$ cat config.mk
export PLATFORM = sky130hd
export DESIGN_NAME = irq_distributor
export DESIGN_NICKNAME = d
export VERILOG_FILES = /design/src/rtl/irq_distributor_pkg.sv /design/src/rtl/irq_distributor_ctrl.sv /design/src/rtl/irq_distributor_line.sv /design/src/rtl/irq_distributor_datapath.sv /design/src/rtl/irq_distributor.sv
export SDC_FILE = /design/constraint.sdc
export NUM_CORES = 1
export LEC_CHECK = 0
export ABC_AREA = 1
export BUFFER_PORTS_ARGS = -buffer_cell sky130_fd_sc_hd__buf_2
export CAP_MARGIN = 20
export CORE_ASPECT_RATIO = 0.7
export CORE_MARGIN = 2
export CORE_UTILIZATION = 30
export DETAILED_ROUTE_END_ITERATION = 16
export SYNTH_ARGS = -nofsm -noshare
export SYNTH_HDL_FRONTEND = slang
export SYNTH_HIERARCHICAL = 1
export SYNTH_SLANG_ARGS = --single-unit
$ cat constraint.sdc
create_clock -name clk -period 3.8 [get_ports clk]
set_input_delay 1.14 -clock clk [delete_from_list [all_inputs] [get_ports clk]]
set_output_delay 1.14 -clock clk [all_outputs]
set_load 0.005 [all_outputs]
$ cat src/rtl/irq_distributor_pkg.sv
package irq_distributor_pkg;

  localparam logic [2:0] OP_ENABLE = 3'd1;
  localparam logic [2:0] OP_DEST   = 3'd2;
  localparam logic [2:0] OP_MODE   = 3'd3;
  localparam logic [2:0] OP_MASK   = 3'd4;

  localparam logic [1:0] DISTR_BALANCED = 2'b00;

  typedef struct packed {
    logic enableSet;
    logic destWr;
    logic modeWr;
    logic maskWr;
  } strobe_t;

endpackage

$ cat src/rtl/irq_distributor_ctrl.sv
module irq_distributor_ctrl
  import irq_distributor_pkg::*;
#(
  parameter int NUM_IRQ   = 4,
  parameter int IRQ_IDX_W = 2
) (
  input  logic                 cmdValid,
  input  logic [2:0]           cmdOp,
  input  logic [IRQ_IDX_W-1:0] cmdIrq,
  output strobe_t              strobes,
  output logic [NUM_IRQ-1:0]   lineSel
);

  always_comb begin
    strobes = '0;
    if (cmdValid) begin
      case (cmdOp)
        OP_ENABLE: strobes.enableSet = 1'b1;
        OP_DEST:   strobes.destWr    = 1'b1;
        OP_MODE:   strobes.modeWr    = 1'b1;
        OP_MASK:   strobes.maskWr    = 1'b1;
        default:   strobes = '0;
      endcase
    end
  end

  // one-hot line decode; out-of-range line numbers select nothing
  always_comb begin
    lineSel = '0;
    for (int i = 0; i < NUM_IRQ; i++) begin
      if (cmdIrq == IRQ_IDX_W'(i)) lineSel[i] = 1'b1;
    end
  end

endmodule

$ cat src/rtl/irq_distributor_line.sv
module irq_distributor_line
  import irq_distributor_pkg::*;
#(
  parameter int NUM_CORE = 4
) (
  input  logic                clk,
  input  logic                rstN,
  input  logic                globalEn,
  input  logic                destWr,
  input  logic                modeWr,
  input  logic                maskWr,
  input  logic [NUM_CORE-1:0] destData,
  input  logic [1:0]          distrData,
  input  logic                maskData,
  input  logic                levelIn,
  input  logic [NUM_CORE-1:0] ackIn,
  output logic [NUM_CORE-1:0] lineOut
);

  function automatic logic [NUM_CORE-1:0] lowestSet(input logic [NUM_CORE-1:0] m);
    logic [NUM_CORE-1:0] r;
    r = '0;
    for (int k = NUM_CORE - 1; k >= 0; k--) begin
      if (m[k]) begin
        r    = '0;
        r[k] = 1'b1;
      end
    end
    return r;
  endfunction

  // next set bit strictly above the current one-hot position, wrapping
  function automatic logic [NUM_CORE-1:0] nextSet(input logic [NUM_CORE-1:0] m,
                                                  input logic [NUM_CORE-1:0] cur);
    logic [NUM_CORE-1:0] r;
    int   curIdx;
    int   idx;
    logic found;
    r      = '0;
    found  = 1'b0;
    curIdx = NUM_CORE - 1;
    for (int k = 0; k < NUM_CORE; k++) begin
      if (cur[k]) curIdx = k;
    end
    for (int s = 1; s <= NUM_CORE; s++) begin
      idx = curIdx + s;
      if (idx >= NUM_CORE) idx = idx - NUM_CORE;
      if (!found && m[idx]) begin
        r[idx] = 1'b1;
        found  = 1'b1;
      end
    end
    return r;
  endfunction

  logic [NUM_CORE-1:0] destQ;
  logic [NUM_CORE-1:0] ptrQ;
  logic [1:0]          distrQ;
  logic                maskedQ;
  logic                servedQ;
  logic                prevInQ;
  logic [NUM_CORE-1:0] lineOutQ;

  logic                balanced;
  logic                live;
  logic [NUM_CORE-1:0] chosen;
  logic                ackAdv;
  logic                fallAdv;

  always_comb begin
    balanced = (distrQ == DISTR_BALANCED);
    live     = globalEn & ~maskedQ;
    chosen   = balanced ? ptrQ : lowestSet(destQ);
    ackAdv   = balanced & live & levelIn & ~servedQ & (|(ackIn & chosen));
    fallAdv  = balanced & live & ~levelIn & prevInQ & ~servedQ;
  end

  always_ff @(posedge clk or negedge rstN) begin
    if (!rstN) begin
      destQ    <= '0;
      ptrQ     <= '0;
      distrQ   <= DISTR_BALANCED;
      maskedQ  <= 1'b1;
      servedQ  <= 1'b0;
      prevInQ  <= 1'b0;
      lineOutQ <= '0;
    end else begin
      if (destWr) begin
        destQ <= destData;
        ptrQ  <= lowestSet(destData);
      end else if (ackAdv || fallAdv) begin
        ptrQ <= nextSet(destQ, ptrQ);
      end
      if (modeWr) distrQ  <= distrData;
      if (maskWr) maskedQ <= maskData;
      servedQ  <= levelIn ? (servedQ | ackAdv) : 1'b0;
      prevInQ  <= levelIn;
      lineOutQ <= (levelIn && live) ? chosen : '0;
    end
  end

  assign lineOut = lineOutQ;

endmodule

$ cat src/rtl/irq_distributor_datapath.sv
module irq_distributor_datapath
  import irq_distributor_pkg::*;
#(
  parameter int NUM_IRQ  = 4,
  parameter int NUM_CORE = 4,
  parameter int DATA_W   = 32
) (
  input  logic                         clk,
  input  logic                         rstN,
  input  strobe_t                      strobes,
  input  logic [NUM_IRQ-1:0]           lineSel,
  input  logic [DATA_W-1:0]            cmdData,
  input  logic [NUM_IRQ-1:0]           irqIn,
  input  logic [NUM_CORE*NUM_IRQ-1:0]  coreAck,
  output logic [NUM_CORE*NUM_IRQ-1:0]  irqOut
);

  logic globalEnQ;
  logic unusedDataBits;

  assign unusedDataBits = ^cmdData;

  always_ff @(posedge clk or negedge rstN) begin
    if (!rstN)                  globalEnQ <= 1'b0;
    else if (strobes.enableSet) globalEnQ <= 1'b1;
  end

  for (genvar i = 0; i < NUM_IRQ; i++) begin : g_line
    logic [NUM_CORE-1:0] ackLine;
    logic [NUM_CORE-1:0] outLine;

    for (genvar c = 0; c < NUM_CORE; c++) begin : g_core
      assign ackLine[c]             = coreAck[c*NUM_IRQ + i];
      assign irqOut[c*NUM_IRQ + i]  = outLine[c];
    end

    irq_distributor_line #(
      .NUM_CORE(NUM_CORE)
    ) line_i (
      .clk      (clk),
      .rstN     (rstN),
      .globalEn (globalEnQ),
      .destWr   (strobes.destWr & lineSel[i]),
      .modeWr   (strobes.modeWr & lineSel[i]),
      .maskWr   (strobes.maskWr & lineSel[i]),
      .destData (cmdData[NUM_CORE-1:0]),
      .distrData(cmdData[1:0]),
      .maskData (cmdData[0]),
      .levelIn  (irqIn[i]),
      .ackIn    (ackLine),
      .lineOut  (outLine)
    );
  end

endmodule

$ cat src/rtl/irq_distributor.sv
module irq_distributor
  import irq_distributor_pkg::*;
#(
  parameter int NUM_IRQ   = 4,
  parameter int NUM_CORE  = 4,
  parameter int DATA_W    = 32,
  parameter int IRQ_IDX_W = (NUM_IRQ > 1) ? $clog2(NUM_IRQ) : 1
) (
  input  logic                         clk,
  input  logic                         rstN,
  input  logic                         cmdValid,
  input  logic [2:0]                   cmdOp,
  input  logic [IRQ_IDX_W-1:0]         cmdIrq,
  input  logic [DATA_W-1:0]            cmdData,
  input  logic [NUM_IRQ-1:0]           irqIn,
  input  logic [NUM_CORE*NUM_IRQ-1:0]  coreAck,
  output logic [NUM_CORE*NUM_IRQ-1:0]  irqOut
);

  strobe_t            strobes;
  logic [NUM_IRQ-1:0] lineSel;

  irq_distributor_ctrl #(
    .NUM_IRQ  (NUM_IRQ),
    .IRQ_IDX_W(IRQ_IDX_W)
  ) ctrl_i (
    .cmdValid(cmdValid),
    .cmdOp   (cmdOp),
    .cmdIrq  (cmdIrq),
    .strobes (strobes),
    .lineSel (lineSel)
  );

  irq_distributor_datapath #(
    .NUM_IRQ (NUM_IRQ),
    .NUM_CORE(NUM_CORE),
    .DATA_W  (DATA_W)
  ) dp_i (
    .clk    (clk),
    .rstN   (rstN),
    .strobes(strobes),
    .lineSel(lineSel),
    .cmdData(cmdData),
    .irqIn  (irqIn),
    .coreAck(coreAck),
    .irqOut (irqOut)
  );

endmodule

---- Word-level counts from Yosys, hierarchy flattened ----
Index checks and enable logic that the tools add are counted.
word-level totals
  register bits after elaboration ......... 69
  bits in latches ......................... 0
  bits in writable memories ............... 0
  bits in read-only memories .............. 0
  input bits .............................. 60
  output and inout port bits .............. 16
  word-level logic and storage cells ...... 530
  memories kept ........................... 0
operators by class
  add/sub/neg operators ................... 32
  $mul .................................... 0
  divide/modulo/power cells ............... 0
  $lt $le $gt $ge ......................... 48
  eq/ne operators ......................... 7
  shifts and indexed selects .............. 0
  multiplexer cells ....................... 277
  bitwise logic cells ..................... 76
  reductions and logical operators ........ 61
operators by type and width
  operator                 count
  $mux W32                 68
  $ge A32 B1 Y1 const B    16
  $ge A32 B4 Y1 const B    16
  $lt A32 B4 Y1 const B    16
  $sub A32 B4 Y32 const B  16
  $mux W4                  77
  $add A32 B3 Y32 const B  8
  $add A32 B2 Y32 const B  4
  $add A32 B4 Y32 const B  4
  $mux W1                  96
  $or A4 B4 Y4             12
  $and A1 B1 Y1            44
  $bmux W1 S2              16
  $demux W1 S2             16
  $logic_and A1 B1 Y1      32
  $and A4 B4 Y4            4
  $reduce_or A4 Y1         4
  $logic_not A1 Y1         12
  $not A1 Y1               12
  $logic_not A2 Y1         5
  $mux W2                  4
  $reduce_bool A2 Y1       4
  $eq A3 B2 Y1 const B     2
  $eq A2 B2 Y1 const B     2
  other kinds (5)          11

---- Logic depth before layout (Yosys ltp) ----
Gate-level depths: netlist of the first run.
  word-level depth ........................ 37
  gate-level depth with buffers ........... 14
  gate-level depth less buffers ........... 14

---- Modules after synthesis ----
The synthesis of the first run kept the hierarchy.
modules (own cells, without submodules)
  module                                             instances  cells each  area an instance (µm²)  sequential area each (µm²)
  irq_distributor_line at dp_i.g_line[1].line_i ...  2          169         1261.2                  426.7
  irq_distributor_line at dp_i.g_line[0].line_i      1          173         1310.0                  426.7
  irq_distributor_line at dp_i.g_line[3].line_i      1          170         1308.8                  426.7
  irq_distributor_datapath                           1          28          126.4                   25.0
  irq_distributor_ctrl                               1          19          73.8                    0.0

---- Least setup slack after synthesis of the first run ----
No wires, ideal clock.
  path type ............................... in2reg
  start point ............................. input cmdOp[0]
  end point ............................... register dp_i.g_line[0].line_i.ptrQ[3]
  setup time .............................. 0.073 ns
  data arrival time ....................... 2.196 ns
  data required time ...................... 3.727 ns
  slack ................................... 1.531 ns
  cell stages on the path ................. 10
  buffers on the path ..................... 1
  cell sequence ........................... inv_1 > nand2_1 > nor2_1 > nand2_1 > inv_1 > clkbuf_1 > nand2_1 > nor4_1 > a21oi_1 > a21oi_2
RTL lines
  element                 RTL line                    RTL
  start: declaration      irq_distributor.sv:12       input logic [2:0] cmdOp,
  end signal: assignment  irq_distributor_line.sv:90  ptrQ <= lowestSet(destData);
  end signal: assignment  irq_distributor_line.sv:92  ptrQ <= nextSet(destQ, ptrQ);
  end: declaration        irq_distributor_line.sv:57  logic [NUM_CORE-1:0] ptrQ;

==> run_results.csv, run 1 <==
group,metric,value,unit
sta,relSlewSlack,0.401,
sta,setup_viol,0,
routing,wl_per_cell,12.5,um
setup_path,critPathKind,"in2reg",
yosys,yosys_warnings,6,
die,initial_core_util,0.308,
sta,slew_viol_final,0,
yosys,synth_area_leaders,"dfrtp_1 30%, nand2_1 12%, nand3_1 9.8%, ha_1 6.6%, inv_1 6.1%",
finish,nets,870,
die,core,17300,sq um
clocking,cts_hold_buffers,0,
clocking,cts_setup_buffers,0,
sta,finClkSkew,0.00678,ns
finish,antenna_cells,0,
clocking,cts.reportedPaths.clkPinSlew,0.05,ns
setup_path,critPathCaptureType,"flop",
global_routing,grt-ovfl-total,0,
pwr,power.total,0.00548,W
place,numPortBuffers,47,
clocking,htreeDepth,3,
finish,seq_area,1730,sq um
yosys,syn_nets,816,
die,dieArea,18900,sq um
setup_path,worst_setup_path_start_kind,"primary input",
die,ios,76,
yosys,synthTopCellsByCount,"171 x nand2_1, 105 x nand3_1, 87 x inv_1",
yosys,synth_top_area_share,0.305,
finish,syn_to_final_growth,14.9,%
yosys,synthFlopType,"dfrtp_1",
place,globalplace.congestion,0.823,
routing,top_layer,"met4",
setup_path,worstPathMaxFanout,10,
outcome,outcome,"completed",
pwr,powerDensity,893,nW/um^2
setup_path,crit_arrival,2.59,ns
yosys,synthSimpleGateAreaFrac,0.440,
clocking,cts-resized-gates,0,
clocking,cts_tree,"yes",
sta,max_freq,420,MHz
yosys,syn-cell-area,5340,sq um
yosys,synth-compound-area-share,0.0857,
routing,ant_nets,0,
setup_path,r2r_start,"dp_i/g_line[0].line_i/ptrQ[3]$_DFFE_PN0P_",
global_routing,grt_max_degree,70,
global_routing,grt_pass1_wl,21600,um
die,die-height,116,um
finish,n_fill_cell,1837,
sta,rsz0062_at_grt,"false",
yosys,synth-xor-area-share,0,
yosys,synth.ff_latch_count,69,
setup_path,crit_path_start,"cmdOp[0]",
yosys,synthAdderAreaFrac,0.0656,
pwr,p_leak,3.17,nW
job,maxCapViolCount,0,
routing,drt_iter0_markers,388,
routing,routed_wl,12700,um
finish,layout-drive-gt1-share,0.212,
setup_path,rrSetupSlack,1.51,ns
sta,hold_viol_final,0,
yosys,async_flop_share,1.00,
yosys,syn_area_per_cell,7.34,sq um
clocking,cts_buffers,9,
finish,multiInputGateArea,3180,sq um
routing,dr_wl_met3,800,um
yosys,ys_types,33,
place,place_area,5850,sq um
yosys,yosysSeqAreaShare,0.324,
worst_hold_path,min_path_type,"reg2reg",
clocking,root_buffer,"clkbuf_16",
sta,tightest_slew,0.898,ns
routing,drc_errors,0,
place,place_hpwl,9620,um
finish,final_cell_area,6130,sq um
yosys,synth_edf_count,0,
yosys,synthCells,728,
die,die_w,163,um
worst_hold_path,hold_start,"dp_i/g_line[1].line_i/maskedQ$_DFFE_PN1P_",
clocking,clk_latency,0.34,ns
pwr,ir_drop,0.000322,V
yosys,yosysTopAreaCell,"dfrtp_1",
global_routing,track_usage,0.143,
sta,min_period_over_period,0.626,
global_routing,antenna_found_initial,0,
sta,finalCriticalPeriod,2.38,ns
routing,wl_met1,6940,um
clocking,cts_max_path_buffers,2,
die,core.rowCount,40,
yosys,synth.most_common_cell,"nand2_1",
clocking,cts.sinks,69,
yosys,synth_top_family_by_area,"simple AND/OR/NAND/NOR gates",
yosys,synth_mux_area_frac,0.00422,
global_routing,grt_pass1_vias,4309,
routing,route.vias.total,4709,
setup_path,crit_required,4.01,ns
routing,firstDrtPassIters,7,
routing,wl_met2,4870,um
routing,vias_per_cell,4.63,
sta,tns,0,ns
cell type report:
type,instances,share of cell area
Tap cell,231,0.0471
Sequential cell,69,0.282
Multi-Input combinational cell,546,0.518
Clock buffer,12,0.0385
Inverter,109,0.0671
Timing Repair Buffer,47,0.0388
Clock inverter,4,0.00795
cell usage in the layout, fill, tap and decap left out, drive strengths merged, types with 4 or more instances in the layout:
| cell | n |
|---|---|
| a21boi | 4 |
| buf | 47 |
| o21ai | 40 |
| nor3 | 14 |
| nor2 | 74 |
| inv | 109 |
| clkbuf | 12 |
| ha | 28 |
| dfstp | 4 |
| nand2 | 208 |
| dfrtp | 65 |
| a21oi | 27 |
| nand4 | 5 |
| nand3 | 128 |
| o22ai | 4 |
sequential cells by signal, indices dropped and copies added (netlist names):
| name | count |
|---|---|
| dp_i/g_line.line_i/prevInQ | 4 |
| dp_i/g_line.line_i/ptrQ | 16 |
| dp_i/g_line.line_i/maskedQ | 4 |
| dp_i/g_line.line_i/destQ | 16 |
| dp_i/g_line.line_i/servedQ | 4 |
| dp_i/g_line.line_i/distrQ | 8 |
| dp_i/g_line.line_i/lineOut | 16 |
| dp_i/globalEnQ | 1 |
layer usage:
metal  track usage  vias up
met4        0.0339        0
met2         0.197      134
met1         0.221     2100
met3        0.0336       14
li1              -     2461
met5             0        -
where the power goes:
group          switching (W)  internal [W]  total (W)
sequential          0.000181      0.000926    0.00111
clock               0.000308      0.000507   0.000815
combinational        0.00238       0.00118    0.00356
final timing paths:
kind / depth (start not counted) / to
worst min register to register: 2 / dp_i/g_line[1].line_i/maskedQ$_DFFE_PN1P_
worst min-delay path: 2 / dp_i/g_line[1].line_i/maskedQ$_DFFE_PN1P_
max in group asynchronous: 1 / dp_i/g_line[2].line_i/distrQ[1]$_DFFE_PN0P_
worst max register to register: 11 / dp_i/g_line[0].line_i/ptrQ[1]$_DFFE_PN0P_
min in group asynchronous: 1 / dp_i/g_line[0].line_i/ptrQ[3]$_DFFE_PN0P_
worst max-delay path: 9 / dp_i/g_line[3].line_i/ptrQ[0]$_DFFE_PN0P_
logic make-up (layout without fill, tap and decap cells):
kind of cell / after synthesis / count (layout)
muxes: 2 / 2
buffers and inverters: 113 / 172
and+or+nand+nor: 435 / 435
AOI/OAI and AO/OA: 81 / 81
DFF: 69 / 69
adders and majority gates: 28 / 28
critical path, stage by stage:
cell      delay (ns)
buf_2           0.10
inv_1           0.04
nand2_1         0.06
nor2_1          0.31
nand2_1         0.10
inv_1           0.24
a31oi_1         0.16
a21boi_0        0.34
a21oi_2         0.09
per-stage QoR:
stage / setup slack, ns / hold slack [ns] / utilization / instances
2_1_floorplan: 1.53 / 0.472 / - / 728
3_3_place_gp: 1.06 / 0.495 / 0.338 / 1002
3_5_place_dp: 1.07 / 0.505 / 0.338 / 1002
4_1_cts: 1.42 / 0.519 / 0.354 / 1018
5_1_grt: 1.19 / 0.545 / 0.354 / 1018
6_report: 1.42 / 0.518 / 0.354 / 1018
Note: power is estimated with default switching activity, not from simulation.
==> run 2: changes to the inputs <==
--- a/config.mk
+++ b/config.mk
@@ -5,7 +5,7 @@
 export SDC_FILE = /design/constraint.sdc
 export NUM_CORES = 1
 export LEC_CHECK = 0
-export ABC_AREA = 1
+export ABC_AREA = 0
 export BUFFER_PORTS_ARGS = -buffer_cell sky130_fd_sc_hd__buf_2
 export CAP_MARGIN = 20
 export CORE_ASPECT_RATIO = 0.7
==> constraint.sdc (replaced) <==
create_clock -name clk -period 2.3 [get_ports clk]
set_input_delay 0.69 -clock clk [delete_from_list [all_inputs] [get_ports clk]]
set_output_delay 0.69 -clock clk [all_outputs]
set_load 0.005 [all_outputs]
==> run 2 against run 1 <==
Effect of this change:
- the flow now finishes with violations (setup timing)
- non-clock buffer count increased by 85
- largest cell class unchanged
- register-to-register slack got worse by 1.6 ns
- critical path type is now reg2reg
- worst setup slack worse by 1.5 ns
- combinational power up 57%
- count of clock-buffer cells in the layout decreased by 1
- sequential share of layout area is 3.1 points lower
- critical endpoint is now dp_i/g_line[0].line_i/ptrQ[1]$_DFFE_PN0P_
- via count down 0.89%
- clock skew about the same
==> run_results.csv, run 2 <==
group,metric,value,unit
outcome,outcome,"finished, violations left",
outcome,violations,"setup timing",
die,die_w,161,um
routing,vias_per_cell,5.17,
global_routing,antenna_found_initial,0,
setup_path,worst_setup_path_start_kind,"flop",
global_routing,grt_max_degree,70,
setup_path,critPathCaptureType,"flop",
place,globalplace.congestion,0.913,
yosys,synth_area_leaders,"dfrtp_1 31%, ha_1 6.8%, mux2_2 6.3%, nand2_1 2.7%, nor2_1 2.7%",
yosys,yosysSeqAreaShare,0.334,
clocking,cts_max_path_buffers,2,
clocking,root_buffer,"clkbuf_16",
sta,min_period_over_period,1.05,
clocking,cts.sinks,69,
global_routing,met2_usage,0.264,
clocking,clk_latency,0.35,ns
job,maxCapViolCount,0,
yosys,ys_types,77,
global_routing,track_usage,0.166,
finish,final_common_cell,"buf_4",
setup_path,rrSetupSlack,-0.11,ns
sta,hold_viol_final,0,
yosys,syn-cell-area,5180,sq um
finish,final_cell_mix,"79 x buf_4, 61 x dfrtp_1, 47 x buf_2, 37 x nand2_1, 34 x nor2_1",
setup_path,r2r_start,"dp_i/g_line[0].line_i/ptrQ[2]$_DFFE_PN0P_",
sta,slew_viol_final,0,
clocking,cts_tree,"yes",
yosys,syn_nets,625,
setup_path,endpoint,"dp_i/g_line[0].line_i/ptrQ[1]$_DFFE_PN0P_",
yosys,yosys_warnings,6,
clocking,htreeDepth,3,
routing,drt_iter0_markers,417,
routing,route.vias.total,4667,
finish,layout-drive-gt1-share,0.385,
setup_path,critPathKind,"reg2reg",
yosys,syn_area_per_cell,9.65,sq um
yosys,synthFlopType,"dfrtp_1",
finish,syn_to_final_growth,33.6,%
pwr,ir_drop,0.000428,V
setup_path,rr_worst_depth,7,
worst_hold_path,min_path_type,"in2async",
global_routing,grt_pass1_wl,24000,um
sta,setup_ws,-0.109,ns
finish,antenna_cells,0,
sta,relSlewSlack,0.684,
global_routing,grt_pass1_vias,4659,
setup_path,crit_required,2.53,ns
routing,wl_per_cell,16.4,um
routing,routed_wl,14800,um
sta,holdWs,0.349,ns
yosys,synth_edf_count,0,
yosys,synth.ff_latch_count,69,
routing,drc_errors,0,
routing,firstDrtPassIters,5,
place,numPortBuffers,47,
routing,ant_nets,0,
global_routing,use_met3,0.0476,
yosys,synth.most_common_cell,"dfrtp_1",
yosys,synthCells,537,
setup_path,crit_arrival,2.64,ns
yosys,async_flop_share,1.00,
sta,rsz0062_at_grt,"true",
pwr,powerDensity,1290,nW/um^2
yosys,synth_top_area_share,0.314,
sta,max_freq,415,MHz
sta,finClkSkew,0.00708,ns
place,place_hpwl,10800,um
clocking,cts_buffers,9,
sta,tightest_slew,0.472,ns
global_routing,grt-ovfl-total,0,
global_routing,grtUsageMet1,0.219,
finish,nets,754,
sta,tns,-0.317,ns
sta,setup_viol,5,
setup_path,reg2reg_to,"dp_i/g_line[0].line_i/ptrQ[1]$_DFFE_PN0P_",
yosys,yosysTopAreaCell,"dfrtp_1",
yosys,synthTopCellsByCount,"65 x dfrtp_1, 37 x nand2_1, 37 x nor2_1",
die,core.rowCount,40,
die,core,17000,sq um
global_routing,busiest_layer,"met2",
die,initial_core_util,0.304,
die,ios,76,
setup_path,worstPathMaxFanout,4,
finish,final_util,0.407,
die,dieArea,18400,sq um
sta,finalCriticalPeriod,2.41,ns
setup_path,crit_path_start,"dp_i/g_line[0].line_i/ptrQ[2]$_DFFE_PN0P_",
pwr,p_leak,3.07,nW
die,die-height,114,um
clocking,cts.reportedPaths.clkPinSlew,0.06,ns
[run 2: layout make-up]
cell class                      instances  area [sq um]
Clock buffer                           11           253
Clock inverter                          5          81.3
Fill cell                            1681         10100
Inverter                               27           101
Multi-Input combinational cell        427          3550
Sequential cell                        69          1740
Tap cell                              231           289
Timing Repair Buffer                  132           905
[run 2: logic make-up (layout without fill, tap and decap cells)]
group / after synthesis / count (layout) / share of synthesized area
mux: 50 / 50 / 0.124
fa+ha+maj: 28 / 28 / 0.0676
simple gates: 220 / 220 / 0.250
buf+inv: 41 / 175 / 0.0331
compound gates: 129 / 129 / 0.191
flops: 69 / 69 / 0.334
[run 2: layer usage]
layer | vias up | part of all wire
li1 | 2249 | -
met1 | 2274 | 0.47
met2 | 123 | 0.46
met3 | 21 | 0.049
met4 | 0 | 0.017
met5 | - | 0
[run 2: worst max-delay path, cell delays in order (launching register included)]
cell and delay [ns]:
dfrtp_2 0.43, nor3_4 0.22, inv_2 0.08, ha_4 0.28, mux4_2 0.57, mux2i_1 0.16
a221o_1 0.27, a221o_1 0.29
[run 2: metrics by stage]
stage	std cells	cell area (sq um)	total power, W	setup slack (ns)
global placement	879	6300	0.00662	-0.216
detailed placement	879	6300	0.00674	-0.222
CTS	900	6750	0.00857	-0.106
finish	902	6920	0.00895	-0.109
floorplan	537	5260	0.00502	-0.230
global route	902	6920	0.00960	-0.179
[run 2: power by group]
group	total, W	internal [W]	switching [W]
sequential	0.00180	0.00153	0.000267
combinational	0.00560	0.00277	0.00284
clock	0.00155	0.00101	0.000537
[run 2: how the worst min path moves through the flow]
stage	startpoint	endpoint	slack, ns	cells after the start
floorplan	rstN	dp_i/g_line[0].line_i/destQ[0]$_DFFE_PN0P_	0.39	0
global placement	dp_i/g_line[0].line_i/servedQ$_DFF_PN0_	dp_i/g_line[0].line_i/servedQ$_DFF_PN0_	0.48	1
detailed placement	dp_i/g_line[0].line_i/servedQ$_DFF_PN0_	dp_i/g_line[0].line_i/servedQ$_DFF_PN0_	0.48	1
CTS	rstN	dp_i/g_line[1].line_i/lineOut[3]$_DFF_PN0_	0.38	2
global route	rstN	dp_i/g_line[1].line_i/lineOut[3]$_DFF_PN0_	0.39	2
finish	rstN	dp_i/g_line[1].line_i/lineOut[3]$_DFF_PN0_	0.35	2
[run 2: what timing repair did]
item | in CTS | in global routing
pin swaps | 6 | 13
setup endpoints to repair | 10 | 14
cloned | 0 | 0
buffers inserted | 5 | 3
gates resized for setup | 15 | 32
hold buffers | 0 | 0
==> run 3: changes to the inputs <==
--- a/config.mk
+++ b/config.mk
@@ -10,8 +10,9 @@
 export CAP_MARGIN = 20
 export CORE_ASPECT_RATIO = 0.7
 export CORE_MARGIN = 2
-export CORE_UTILIZATION = 30
+export CORE_UTILIZATION = 53
 export DETAILED_ROUTE_END_ITERATION = 16
+export PLACE_DENSITY = 0.78
 export SYNTH_ARGS = -nofsm -noshare
 export SYNTH_HDL_FRONTEND = slang
 export SYNTH_HIERARCHICAL = 1
==> constraint.sdc (replaced) <==
create_clock -name clk -period 2 [get_ports clk]
set_input_delay 0.6 -clock clk [delete_from_list [all_inputs] [get_ports clk]]
set_output_delay 0.6 -clock clk [all_outputs]
set_load 0.005 [all_outputs]
==> run 3 against run 2 <==
Effect of this change:
- sequential share of layout area shrank 1.3 points
- die area down 42%
- highest routed layer unchanged
- the flow still finishes with violations (setup timing)
- count of clock-buffer cells in the layout shrank 1
- worst setup slack got worse by 0.28 ns
- critical endpoint unchanged
- final cell count decreased by 4.8%
- via count rose by 11%
- largest power group unchanged
==> run_results.csv, run 3 (synthesized netlist as in run 2, its figures left out) <==
group,metric,value,unit
clocking,htreeDepth,3,
die,die_w,122,um
finish,seq_area,1740,sq um
global_routing,antenna_found_initial,0,
setup_path,path_delay_family,"multiplexers",
routing,drc_errors,0,
sta,slew_viol_final,0,
routing,routed_wl,15700,um
finish,final_cell_area,7280,sq um
die,initial_core_util,0.539,
setup_path,cp_slowest_cell,"mux4_2",
sta,relSlewSlack,0.663,
setup_path,rrSetupSlack,-0.39,ns
setup_path,cp_cell_sequence,"nor3_4, inv_2, ha_4, mux4_2, mux2i_1, a221o_1, a221o_1",
clocking,clk_latency,0.34,ns
outcome,outcome,"finished, violations left",
clocking,cts_tree,"yes",
sta,rsz0062_at_grt,"true",
routing,drt_iter0_markers,390,
pwr,p_leak,3.36,nW
global_routing,grt_pass1_vias,4972,
sta,tns,-3.72,ns
finish,nets,814,
die,dieArea,10600,sq um
setup_path,path_buf_inv,1,
setup_path,crit_arrival,2.61,ns
outcome,violations,"setup timing",
routing,firstDrtPassIters,5,
routing,wl_per_cell,18.3,um
clocking,cts_hold_buffers,0,
finish,final_util,0.758,
setup_path,crit_required,2.22,ns
pwr,ir_drop,0.00125,V
clocking,cts_buffers,9,
sta,holdWs,0.285,ns
sta,setup_viol,16,
global_routing,track_usage,0.296,
routing,ant_nets,0,
place,globalplace.congestion,0.955,
setup_path,cpPeakStageDelay,0.56,ns
finish,final_cell_mix,"138 x buf_4, 62 x dfrtp_1, 47 x buf_2, 37 x nand2_1, 31 x nor2_1",
routing,vias_per_cell,6.04,
finish,syn_to_final_growth,40.5,%
worst_hold_path,min_path_type,"in2async",
sta,finalCriticalPeriod,2.39,ns
die,core.rowCount,30,
place,place_area,6640,sq um
global_routing,grt_pass1_wl,24500,um
finish,final_common_cell,"buf_4",
global_routing,grt_max_degree,70,
clocking,root_buffer,"clkbuf_16",
job,maxCapViolCount,0,
global_routing,grt-ovfl-total,0,
sta,tightest_slew,0.502,ns
finish,antenna_cells,0,
setup_path,crit_path_start,"dp_i/g_line[0].line_i/ptrQ[2]$_DFFE_PN0P_",
die,die-height,86.7,um
pwr,powerDensity,1510,nW/um^2
setup_path,critPathKind,"reg2reg",
setup_path,cpMostUsedCell,"a221o_1",
setup_path,worst_setup_path_start_kind,"flop",
setup_path,critPathCaptureType,"flop",
finish,layout-drive-gt1-share,0.442,
sta,min_period_over_period,1.20,
clocking,cts_max_path_buffers,2,
sta,setup_ws,-0.391,ns
setup_path,worstPathMaxFanout,4,
die,ios,76,
clocking,cts.sinks,69,
finish,multiInputGateArea,3640,sq um
place,place_hpwl,10700,um
setup_path,r2r_start,"dp_i/g_line[0].line_i/ptrQ[2]$_DFFE_PN0P_",
pwr,power.total,0.0110,W
sta,max_freq,418,MHz
die,core,9610,sq um
place,numPortBuffers,47,
clocking,cts.reportedPaths.clkPinSlew,0.05,ns
sta,hold_viol_final,0,
finish,n_fill_cell,643,
routing,route.vias.total,5186,
sta,finClkSkew,0.00768,ns
## run 3: cell count changes in the layout (fill, tap and decap cells not counted), moves of 3 or more
cell	previous run	this run
nor2_1	34	31
buf_4	79	138
o21ai_1	2	5
mux2_4	2	5
or2_4	0	3
nor2_2	2	6
mux2_2	29	26
## run 3: where the power goes
part           internal, W  switching (W)
sequential         0.00177       0.000299
clock             0.000835       0.000608
combinational      0.00387        0.00364
total              0.00647        0.00454
## run 3: layout make-up
cell class,instances,area share
clock buffer,10,0.0315
inverter,27,0.0144
tap,128,0.0220
sequential,69,0.238
timing repair buffer,192,0.188
clock inverter,6,0.00533
multi-input combinational,427,0.501
## run 3: path summary, 6_finish.rpt
kind | to | cells after the start
worst min-delay path | dp_i/g_line[2].line_i/lineOut[0]$_DFF_PN0_ | 2
worst max register to register | dp_i/g_line[0].line_i/ptrQ[1]$_DFFE_PN0P_ | 7
min in group clk | dp_i/g_line[1].line_i/prevInQ$_DFF_PN0_ | 1
worst max-delay path | dp_i/g_line[0].line_i/ptrQ[1]$_DFFE_PN0P_ | 7
max in group asynchronous | dp_i/g_line[1].line_i/maskedQ$_DFFE_PN1P_ | 2
worst min register to register | dp_i/g_line[0].line_i/servedQ$_DFF_PN0_ | 1
## run 3: layer usage
layer / share of wire / global-route usage / vias up
met2: 0.47 / 0.476 / 256
li1: - / - / 2374
met1: 0.42 / 0.404 / 2489
met5: 0 / 0 / -
met4: 0.031 / 0.0909 / 0
met3: 0.080 / 0.0605 / 67
## run 3: timing repair
action	CTS	global route
setup endpoints to repair	16	16
hold endpoints to repair	0	0
gates resized for setup	25	27
buffers inserted	16	4
pin swaps	19	19
## run 3: stage by stage
stage                     worst slack, ns  std cells
after CTS                          -0.359        856
final                              -0.391        859
after detailed placement           -0.436        825
after global routing               -0.473        859
after global placement             -0.384        825
after floorplan                    -0.530        537
## run 3: worst reg2reg max path, cell delays in order, from the launching register on
cell	delay, ns
dfrtp_2	0.42
nor3_4	0.20
inv_2	0.07
ha_4	0.28
mux4_2	0.56
mux2i_1	0.16
a221o_1	0.30
a221o_1	0.29
